**config.mk**
```make
export PLATFORM = sky130hd
export DESIGN_NAME = rq_requant
export DESIGN_NICKNAME = d
export VERILOG_FILES = /design/src/rtl/rq_pkg.sv /design/src/rtl/rq_rst_sync.sv /design/src/rtl/rq_tail_adj.sv /design/src/rtl/rq_clamp.sv /design/src/rtl/rq_stage.sv /design/src/rtl/rq_requant.sv
export SDC_FILE = /design/constraint.sdc
export NUM_CORES = 1
export LEC_CHECK = 0
export BUFFER_PORTS_ARGS = -buffer_cell sky130_fd_sc_hd__buf_4
export CAP_MARGIN = 40
export CORE_AREA = 4 4 49 51
export DETAILED_ROUTE_END_ITERATION = 7
export DIE_AREA = 0 0 53 55
export PLACE_DENSITY_LB_ADDON = 0.25
export RECOVER_POWER = 25
export SLEW_MARGIN = 15
export SYNTH_ARGS = -nofsm -noshare
export SYNTH_HDL_FRONTEND = slang
export SYNTH_SLANG_ARGS = --single-unit
```
**constraint.sdc**
```tcl
create_clock -name clk -period 1.2 [get_ports clk]
set_input_delay 0.18 -clock clk [delete_from_list [all_inputs] [get_ports clk]]
set_output_delay 0.18 -clock clk [all_outputs]
set_load 0.01 [all_outputs]
```
**src/rtl/rq_pkg.sv**
```systemverilog
package rq_pkg;

  typedef enum logic [1:0] {
    RQ_ROUND = 2'b00,
    RQ_FLOOR = 2'b01,
    RQ_CEIL  = 2'b10,
    RQ_RSVD  = 2'b11
  } rq_mode_e;

endpackage

```
**src/rtl/rq_rst_sync.sv**
```systemverilog
module rq_rst_sync (
  input  logic clk,
  input  logic rst_n,
  output logic rst_n_sync
);

  logic [1:0] sync_q;

  always_ff @(posedge clk or negedge rst_n) begin
    if (!rst_n) begin
      sync_q <= 2'b00;
    end else begin
      sync_q <= {sync_q[0], 1'b1};
    end
  end

  assign rst_n_sync = sync_q[1];

endmodule

```
**src/rtl/rq_tail_adj.sv**
```systemverilog
module rq_tail_adj
  import rq_pkg::*;
#(
  parameter int IN_W = 16,
  parameter int DROP = 6,
  localparam int KW  = IN_W - DROP,
  localparam int SW  = KW + 1
) (
  input  logic [IN_W-1:0] din,
  input  rq_mode_e        mode,
  output logic [SW-1:0]   sum
);

  logic [KW-1:0]   kept;
  logic [DROP-1:0] tail;
  logic            inc;

  assign kept = din[IN_W-1:DROP];
  assign tail = din[DROP-1:0];

  // One shared incrementer serves round (half-LSB bit) and ceiling (any tail bit)
  always_comb begin
    unique case (mode)
      RQ_ROUND: inc = tail[DROP-1];
      RQ_CEIL:  inc = |tail;
      default:  inc = 1'b0;
    endcase
  end

  // Sign-extended by one bit so the increment carry is never lost
  assign sum = {kept[KW-1], kept} + {{KW{1'b0}}, inc};

endmodule

```
**src/rtl/rq_clamp.sv**
```systemverilog
module rq_clamp #(
  parameter int SW    = 11,
  parameter int OUT_W = 8,
  localparam int HW   = SW - OUT_W + 1
) (
  input  logic [SW-1:0]    val,
  output logic [OUT_W-1:0] dout,
  output logic             ovf,
  output logic             unf
);

  logic [HW-1:0]    head;
  logic             fits;
  logic [OUT_W-1:0] top_code;
  logic [OUT_W-1:0] bot_code;

  assign head     = val[SW-1:OUT_W-1];
  assign fits     = (head == {HW{1'b0}}) || (head == {HW{1'b1}});
  assign top_code = {1'b0, {(OUT_W-1){1'b1}}};
  assign bot_code = {1'b1, {(OUT_W-1){1'b0}}};

  always_comb begin
    ovf  = 1'b0;
    unf  = 1'b0;
    dout = val[OUT_W-1:0];
    if (!fits) begin
      if (val[SW-1]) begin
        unf  = 1'b1;
        dout = bot_code;
      end else begin
        ovf  = 1'b1;
        dout = top_code;
      end
    end
  end

endmodule

```
**src/rtl/rq_stage.sv**
```systemverilog
module rq_stage #(
  parameter int W    = 8,
  parameter bit PIPE = 1'b1
) (
  input  logic         clk,
  input  logic         rst_n,
  input  logic         en,
  input  logic [W-1:0] d,
  output logic [W-1:0] q
);

  generate
    if (PIPE) begin : g_reg
      logic [W-1:0] q_r;
      logic [W-1:0] q_nxt;

      always_comb begin
        q_nxt = q_r;
        if (en) begin
          q_nxt = d;
        end
      end

      always_ff @(posedge clk or negedge rst_n) begin
        if (!rst_n) begin
          q_r <= '0;
        end else begin
          q_r <= q_nxt;
        end
      end

      assign q = q_r;
    end else begin : g_wire
      assign q = d;
    end
  endgenerate

endmodule

```
**src/rtl/rq_requant.sv**
```systemverilog
module rq_requant
  import rq_pkg::*;
#(
  parameter int IN_W = 16,
  parameter int IN_F = 10,
  parameter int T    = 3,
  parameter int F    = 4,
  parameter bit PIPE = 1'b1,
  localparam int OUT_W = 1 + T + F,
  localparam int DROP  = IN_F - F,
  localparam int SW    = IN_W - DROP + 1
) (
  input  logic             clk,
  input  logic             rst_n,
  input  logic             in_valid,
  input  logic [IN_W-1:0]  in_data,
  input  logic [1:0]       mode,
  input  logic             sat_clr,
  output logic             out_valid,
  output logic [OUT_W-1:0] out_data,
  output logic             out_ovf,
  output logic             out_unf,
  output logic             sat_flag
);

  logic             rst_n_i;
  logic [SW-1:0]    reduced;
  logic [OUT_W-1:0] clamped;
  logic             c_ovf;
  logic             c_unf;
  logic [OUT_W+1:0] bundle_d;
  logic [OUT_W+1:0] bundle_q;
  logic [0:0]       vld_q;
  logic             sat_evt;
  logic             sat_q;
  logic             sat_nxt;

  rq_rst_sync u_rst (
    .clk       (clk),
    .rst_n     (rst_n),
    .rst_n_sync(rst_n_i)
  );

  rq_tail_adj #(.IN_W(IN_W), .DROP(DROP)) u_adj (
    .din (in_data),
    .mode(rq_mode_e'(mode)),
    .sum (reduced)
  );

  rq_clamp #(.SW(SW), .OUT_W(OUT_W)) u_clamp (
    .val (reduced),
    .dout(clamped),
    .ovf (c_ovf),
    .unf (c_unf)
  );

  assign bundle_d = {c_ovf, c_unf, clamped};

  rq_stage #(.W(OUT_W + 2), .PIPE(PIPE)) u_data_stg (
    .clk  (clk),
    .rst_n(rst_n_i),
    .en   (in_valid),
    .d    (bundle_d),
    .q    (bundle_q)
  );

  rq_stage #(.W(1), .PIPE(PIPE)) u_vld_stg (
    .clk  (clk),
    .rst_n(rst_n_i),
    .en   (1'b1),
    .d    (in_valid),
    .q    (vld_q)
  );

  assign out_valid = vld_q[0];
  assign out_data  = bundle_q[OUT_W-1:0];
  assign out_unf   = bundle_q[OUT_W];
  assign out_ovf   = bundle_q[OUT_W+1];

  // Sticky indicator: a clamp event outranks a simultaneous clear
  assign sat_evt = out_valid && (out_ovf || out_unf);

  always_comb begin
    sat_nxt = sat_q;
    if (sat_evt) begin
      sat_nxt = 1'b1;
    end else if (sat_clr) begin
      sat_nxt = 1'b0;
    end
  end

  always_ff @(posedge clk or negedge rst_n_i) begin
    if (!rst_n_i) begin
      sat_q <= 1'b0;
    end else begin
      sat_q <= sat_nxt;
    end
  end

  assign sat_flag = sat_q;

endmodule

```
==> flow_summary.ini, run 1 <==
[run_status]
outcome = complete, but fails checks
violations = setup timing

[timing]
period_share_pct = 172
fin_skew_ns = 0.0107
timing.setup.tns_ns = -7.81
slew_violations = 0
fmax_mhz = 483
finalSetupViolations = 10
rsz0062_at_grt = yes
hold_viol = 0
fin_hold_ws_ns = 0.0870
setup_ws_ns = -0.869
min_period_ns = 2.07

[global_routing]
grt_usage_pct = 15.6
antenna_found_initial = 0
grt_max_degree = 20
overflow = 0
first_global_vias = 792
grt_pass1_wl_mm = 3.29

[power]
ir_drop_uv = 1020
power_mw = 1.22
power.leakage_nw = 0.644
pwr_density_cell_nw_per_um2 = 890

[synth]
yosysUniqueCellTypes = 38
synthFlopType = dfrtp_1
synth_area_sq_um = 865
ys_seq_area_share_pct = 40.5
synth_nets = 113
yosysWarnings = 0
synth-edff-count = 0
ys_async_sr_fraction_pct = 100
syn_area_per_cell_sq_um = 9.71
synthesis.instances = 89
ys_ff_latch = 14

[route]
drtIter0Drc = 4
wirelength_mm = 2.20
drc_errors = 0
drt-wirelength-per-cell_um = 13.1
vias = 882
firstDrtPassIters = 4
ant_nets = 0
viasPerCell = 5.25

[die]
start_util_pct = 44.5
die_h_um = 55
die-area_sq_um = 2920
io_pins = 34
fp.dieW_um = 53
core_area_sq_um = 1940
num_rows = 16

[cells_and_area]
diodes = 0
drive_above_1_share_pct = 51.8
layout_commonest_cell = buf_4
layout_common_cells = buf_4 (45), dfrtp_1 (14), nand2_1 (10), inv_1 (10)
area_growth_pct = 58.8
final_nets = 167

[clock_tree]
clk_path_buf_depth = 2
cts_buffers = 3
clk_pin_slew_ns = 0.08
cts_tree = yes
cts.sinks = 14
clock_latency_ns = 0.28
clock-root-buffer = clkbuf_4
htree_levels = 1

[hold_path]
hp-class = in -> reg

[placed_design]
dp_slack_ns = -1.12
portBuffers = 33
routabilityCongestion = 0.878
place_hpwl_mm = 1.61

[worst_setup_path]
path_max_fanout = 8
crit_type = in -> reg
reg2reg_setup_slack_ns = 0.37
cpPeakStageDelay_ns = 0.47
path_cells = buf_6 -> nor3_2 -> nand2_1 -> a21oi_2 -> nor2_1 -> ha_2 -> ha_4 -> or4b_4 -> a211oi_2 -> or3_4 -> a21oi_4 -> a31o_1
arrival_ns = 2.23
end_kind = flop
cp.buffers_inverters = 1
critPathLaunchType = input port
crit_slowest_cell = or4b_4
crit_family = simple AND/OR/NAND/NOR gates
crit_required_ns = 1.36

[run]
drv_cap = 0
-- power breakdown --
group,switching (mW),internal [mW],total (mW)
Sequential,0.0368,0.525,0.562
Clock,0.137,0.116,0.253
Combinational,0.179,0.228,0.407
-- layout make-up --
cell class | count | area, sq um
tap | 27 | 33.8
multi-input combinational | 62 | 520
sequential | 14 | 350
clock buffer | 3 | 22.5
fill | 149 | 569
inverter | 10 | 37.5
timing repair buffer | 52 | 408
-- registers in the layout (all words and copies together), names as in the netlist --
| name | cells |
|---|---|
| u_rst.sync_q | 2 |
| sat_flag | 1 |
| u_vld_stg.q | 1 |
| u_data_stg.q | 10 |
-- metal layers --
metal	track usage (%)	vias up	part of all wire (%)
li1	-	432	-
met1	18.0	426	41
met2	26.7	22	52
met3	5.09	2	6.7
met4	6.38	0	0.41
met5	0	-	0
-- stage by stage --
| step | area, sq um | utilization [%] | instances |
|---|---|---|---|
| 2_1_floorplan | 885 | - | 89 |
| 3_3_place_gp | 1270 | 65.3 | 162 |
| 6_report | 1370 | 70.7 | 168 |
| 5_1_grt | 1370 | 70.7 | 168 |
| 3_5_place_dp | 1270 | 65.3 | 162 |
| 4_1_cts | 1330 | 68.6 | 166 |
-- worst paths after layout --
check                      cells after the start                     endpoint                         from
min in group asynchronous                      0         sat_flag$_DFFE_PN0P_    u_rst.sync_q[1]$_DFF_PN0_
min reg2reg                                    0         sat_flag$_DFFE_PN0P_    u_rst.sync_q[1]$_DFF_PN0_
max reg2reg                                    2  u_data_stg.q[8]$_DFFE_PN0P_  u_data_stg.q[8]$_DFFE_PN0P_
max in group asynchronous                      0  u_data_stg.q[6]$_DFFE_PN0P_    u_rst.sync_q[1]$_DFF_PN0_
max                                           12  u_data_stg.q[8]$_DFFE_PN0P_                   in_data[1]
min                                            2         sat_flag$_DFFE_PN0P_                      sat_clr
-- cells by family (layout without fill, tap and decap cells) --
kind of cell,Yosys count,in the layout,share of synthesized area [%]
and+or+nand+nor,31,31,21.1
AOI/OAI and AO/OA,22,22,22.0
DFF,14,14,40.5
buffers and inverters,13,65,6.51
xor gates and xnor gates,4,4,4.05
adders and majority gates,2,2,2.89
muxes,2,2,2.46
other,1,1,0.434
-- what timing repair did --
action | in CTS | in global routing
setup buffers | 0 | 2
endpoints found under the hold margin | 2 | 0
hold buffers | 1 | 0
endpoints found under the setup margin | 10 | 10
gates resized for setup | 6 | 7
pin swaps | 1 | 7
-- synthesized netlist by cell type (2+ instances only) --
cell	number	area share, %
nand2_1	10	4.3
ha_1	2	2.9
a21oi_1	2	1.2
nor3_1	3	1.7
o21a_1	2	1.7
o221ai_1	7	7.1
nand3_1	5	2.9
o21ai_0	3	1.7
nor2_1	2	0.87
inv_1	10	4.3
dfrtp_1	14	41
xnor2_1	3	3.0
No activity file was read; power rests on OpenSTA's default activity.
==> inputs of run 2 (changes only) <==
- TNS_END_PERCENT: unset -> 5
==> run 2 against run 1 <==
The run still ends with setup timing left. Critical path depth did not move. Critical path type unchanged. Utilization shrank 2.2 points. Sequential power is essentially flat. Clock-buffer cell count did not move. Total power is 2.6% lower. Hold slack better by 0.017 ns. First-iteration DRC count increased to 3.3 times the previous value. Flip-flop and latch count unchanged. Global-route usage is 0.22 points lower. Cell area shrank 3.1%. Setup slack better by 0.010 ns. Via count decreased by 3.2%.
==> flow_summary.ini, run 2 (synthesis results as in run 1) <==
[run_status]
outcome = complete, but fails checks
violations = setup timing

[power]
power.share.switching_pct = 28.0
switching_power_mw = 0.334
intPower_mw = 0.857
pwr-share-seq_pct = 47.2
pwr_density_cell_nw_per_um2 = 895
power_frac_clock_pct = 20.4
power.leakage_nw = 0.626
ir_drop_uv = 932
power_mw = 1.19
p_comb_share_pct = 32.3

[die]
num_rows = 16
io_pins = 34
fp.dieW_um = 53
core_area_sq_um = 1940
die-area_sq_um = 2920
die_h_um = 55
start_util_pct = 44.5

[global_routing]
first_global_vias = 803
grt_max_degree = 20
grt_usage_pct = 15.4
antenna_found_initial = 0
grt_pass1_wl_mm = 3.28
overflow = 0

[cells_and_area]
final_nets = 165
fillers = 154
area_growth_pct = 53.8
layout_common_cells = buf_4 (45), dfrtp_1 (14), nand2_1 (10), inv_1 (10), o221ai_1 (7)
diodes = 0
drive_above_1_share_pct = 48.9
layoutNonFillerInstCount = 166
final_area_sq_um = 1330
layout_commonest_cell = buf_4
largest_register_ffs = 10

[worst_setup_path]
reg2reg_depth = 2
reg2reg_setup_slack_ns = 0.38
rr_startpoint = u_data_stg.q[8]$_DFFE_PN0P_
end_kind = flop
crit-reg2reg-capture = u_data_stg.q[8]$_DFFE_PN0P_
crit_required_ns = 1.36
path_max_fanout = 8
arrival_ns = 2.22
critPathLaunchType = input port
crit_type = in -> reg

[hold_path]
hp-class = in -> reg
holdCritStartpoint = sat_clr
min_path_cells = 2
hold_path_end = sat_flag$_DFFE_PN0P_

[clock_tree]
cts_buffers = 3
clk_pin_slew_ns = 0.07
cts_setup_buffers = 0
clock_latency_ns = 0.27
cts_tree = yes
clk_path_buf_depth = 2
cts.sinks = 14
clock-root-buffer = clkbuf_4
htree_levels = 1

[timing]
fin_skew_ns = 0.000632
rsz0062_at_grt = yes
fmax_mhz = 486
period_share_pct = 172
timing.setup.tns_ns = -7.68
min_period_ns = 2.06
finalSetupViolations = 10
fin_hold_ws_ns = 0.104
hold_viol = 0
slew_violations = 0
setup_ws_ns = -0.859

[run]
drv_cap = 0

[route]
drc_errors = 0
viasPerCell = 5.14
firstDrtPassIters = 4
drtIter0Drc = 13
wirelength_mm = 2.08
drt-wirelength-per-cell_um = 12.5
vias = 854
ant_nets = 0

[placed_design]
place_area_sq_um = 1270
portBuffers = 33
dp_cells = 162
routabilityCongestion = 0.882
place_hpwl_mm = 1.66
==> run 2: critical path: stages <==
cell,delay (ns)
buf_6,0.09
nor3_2,0.15
nand2_1,0.07
a21oi_1,0.12
nor2_1,0.06
ha_2,0.21
ha_4,0.16
or4b_4,0.48
a211oi_2,0.25
or3_4,0.18
a21oi_4,0.05
a31o_1,0.23
==> run 2: metrics by stage <==
stage               setup WS, ns  utilization [%]
floorplan                 -0.952                -
finish                    -0.859             68.5
global route              -0.962             68.5
detailed placement         -1.15             65.3
CTS                       -0.848             68.3
global placement           -1.08             65.3
==> run 2: timing repair <==
action / CTS / global route
setup endpoints to repair: 10 / 10
gates cloned: 0 / 0
gates resized for setup: 5 / 2
hold buffers: 1 / 0
endpoints found under the hold margin: 2 / 0
==> run 2: how the worst max path moves through the flow <==
stage,slack [ns],cells past startpoint,end,from
after floorplan,-0.95,11,u_data_stg.q[8]$_DFFE_PN0P_,in_data[1]
after global placement,-1.08,12,u_data_stg.q[8]$_DFFE_PN0P_,in_data[1]
after detailed placement,-1.15,12,u_data_stg.q[8]$_DFFE_PN0P_,in_data[1]
after CTS,-0.85,12,u_data_stg.q[6]$_DFFE_PN0P_,in_data[1]
after global routing,-0.96,12,u_data_stg.q[2]$_DFFE_PN0P_,in_data[1]
final,-0.86,12,u_data_stg.q[8]$_DFFE_PN0P_,in_data[1]
==> run 2: per-layer routing <==
metal,vias to the layer above,routed length [um],track usage (%)
li1,429,-,-
met1,401,868,17.9
met2,24,1060,27.5
met3,0,153,5.09
met4,0,0,3.40
met5,-,0,0
==> run 2: layout make-up <==
type | count | area, sq um | share of cell area (%)
clock buffer | 3 | 22.5 | 1.69
inverter | 10 | 37.5 | 2.82
multi-input combinational | 62 | 500 | 37.6
sequential | 14 | 350 | 26.3
tap | 27 | 33.8 | 2.54
timing repair buffer | 50 | 385 | 29.0
==> run 2: power groups by stage <==
stage          Combinational, mW  Clock (mW)  Sequential, mW
6_report                   0.385       0.243           0.562
3_3_place_gp               0.369           0           0.567
5_1_grt                    0.425       0.277           0.568
3_5_place_dp               0.373           0           0.572
2_1_floorplan              0.142           0           0.591
4_1_cts                    0.385       0.253           0.563
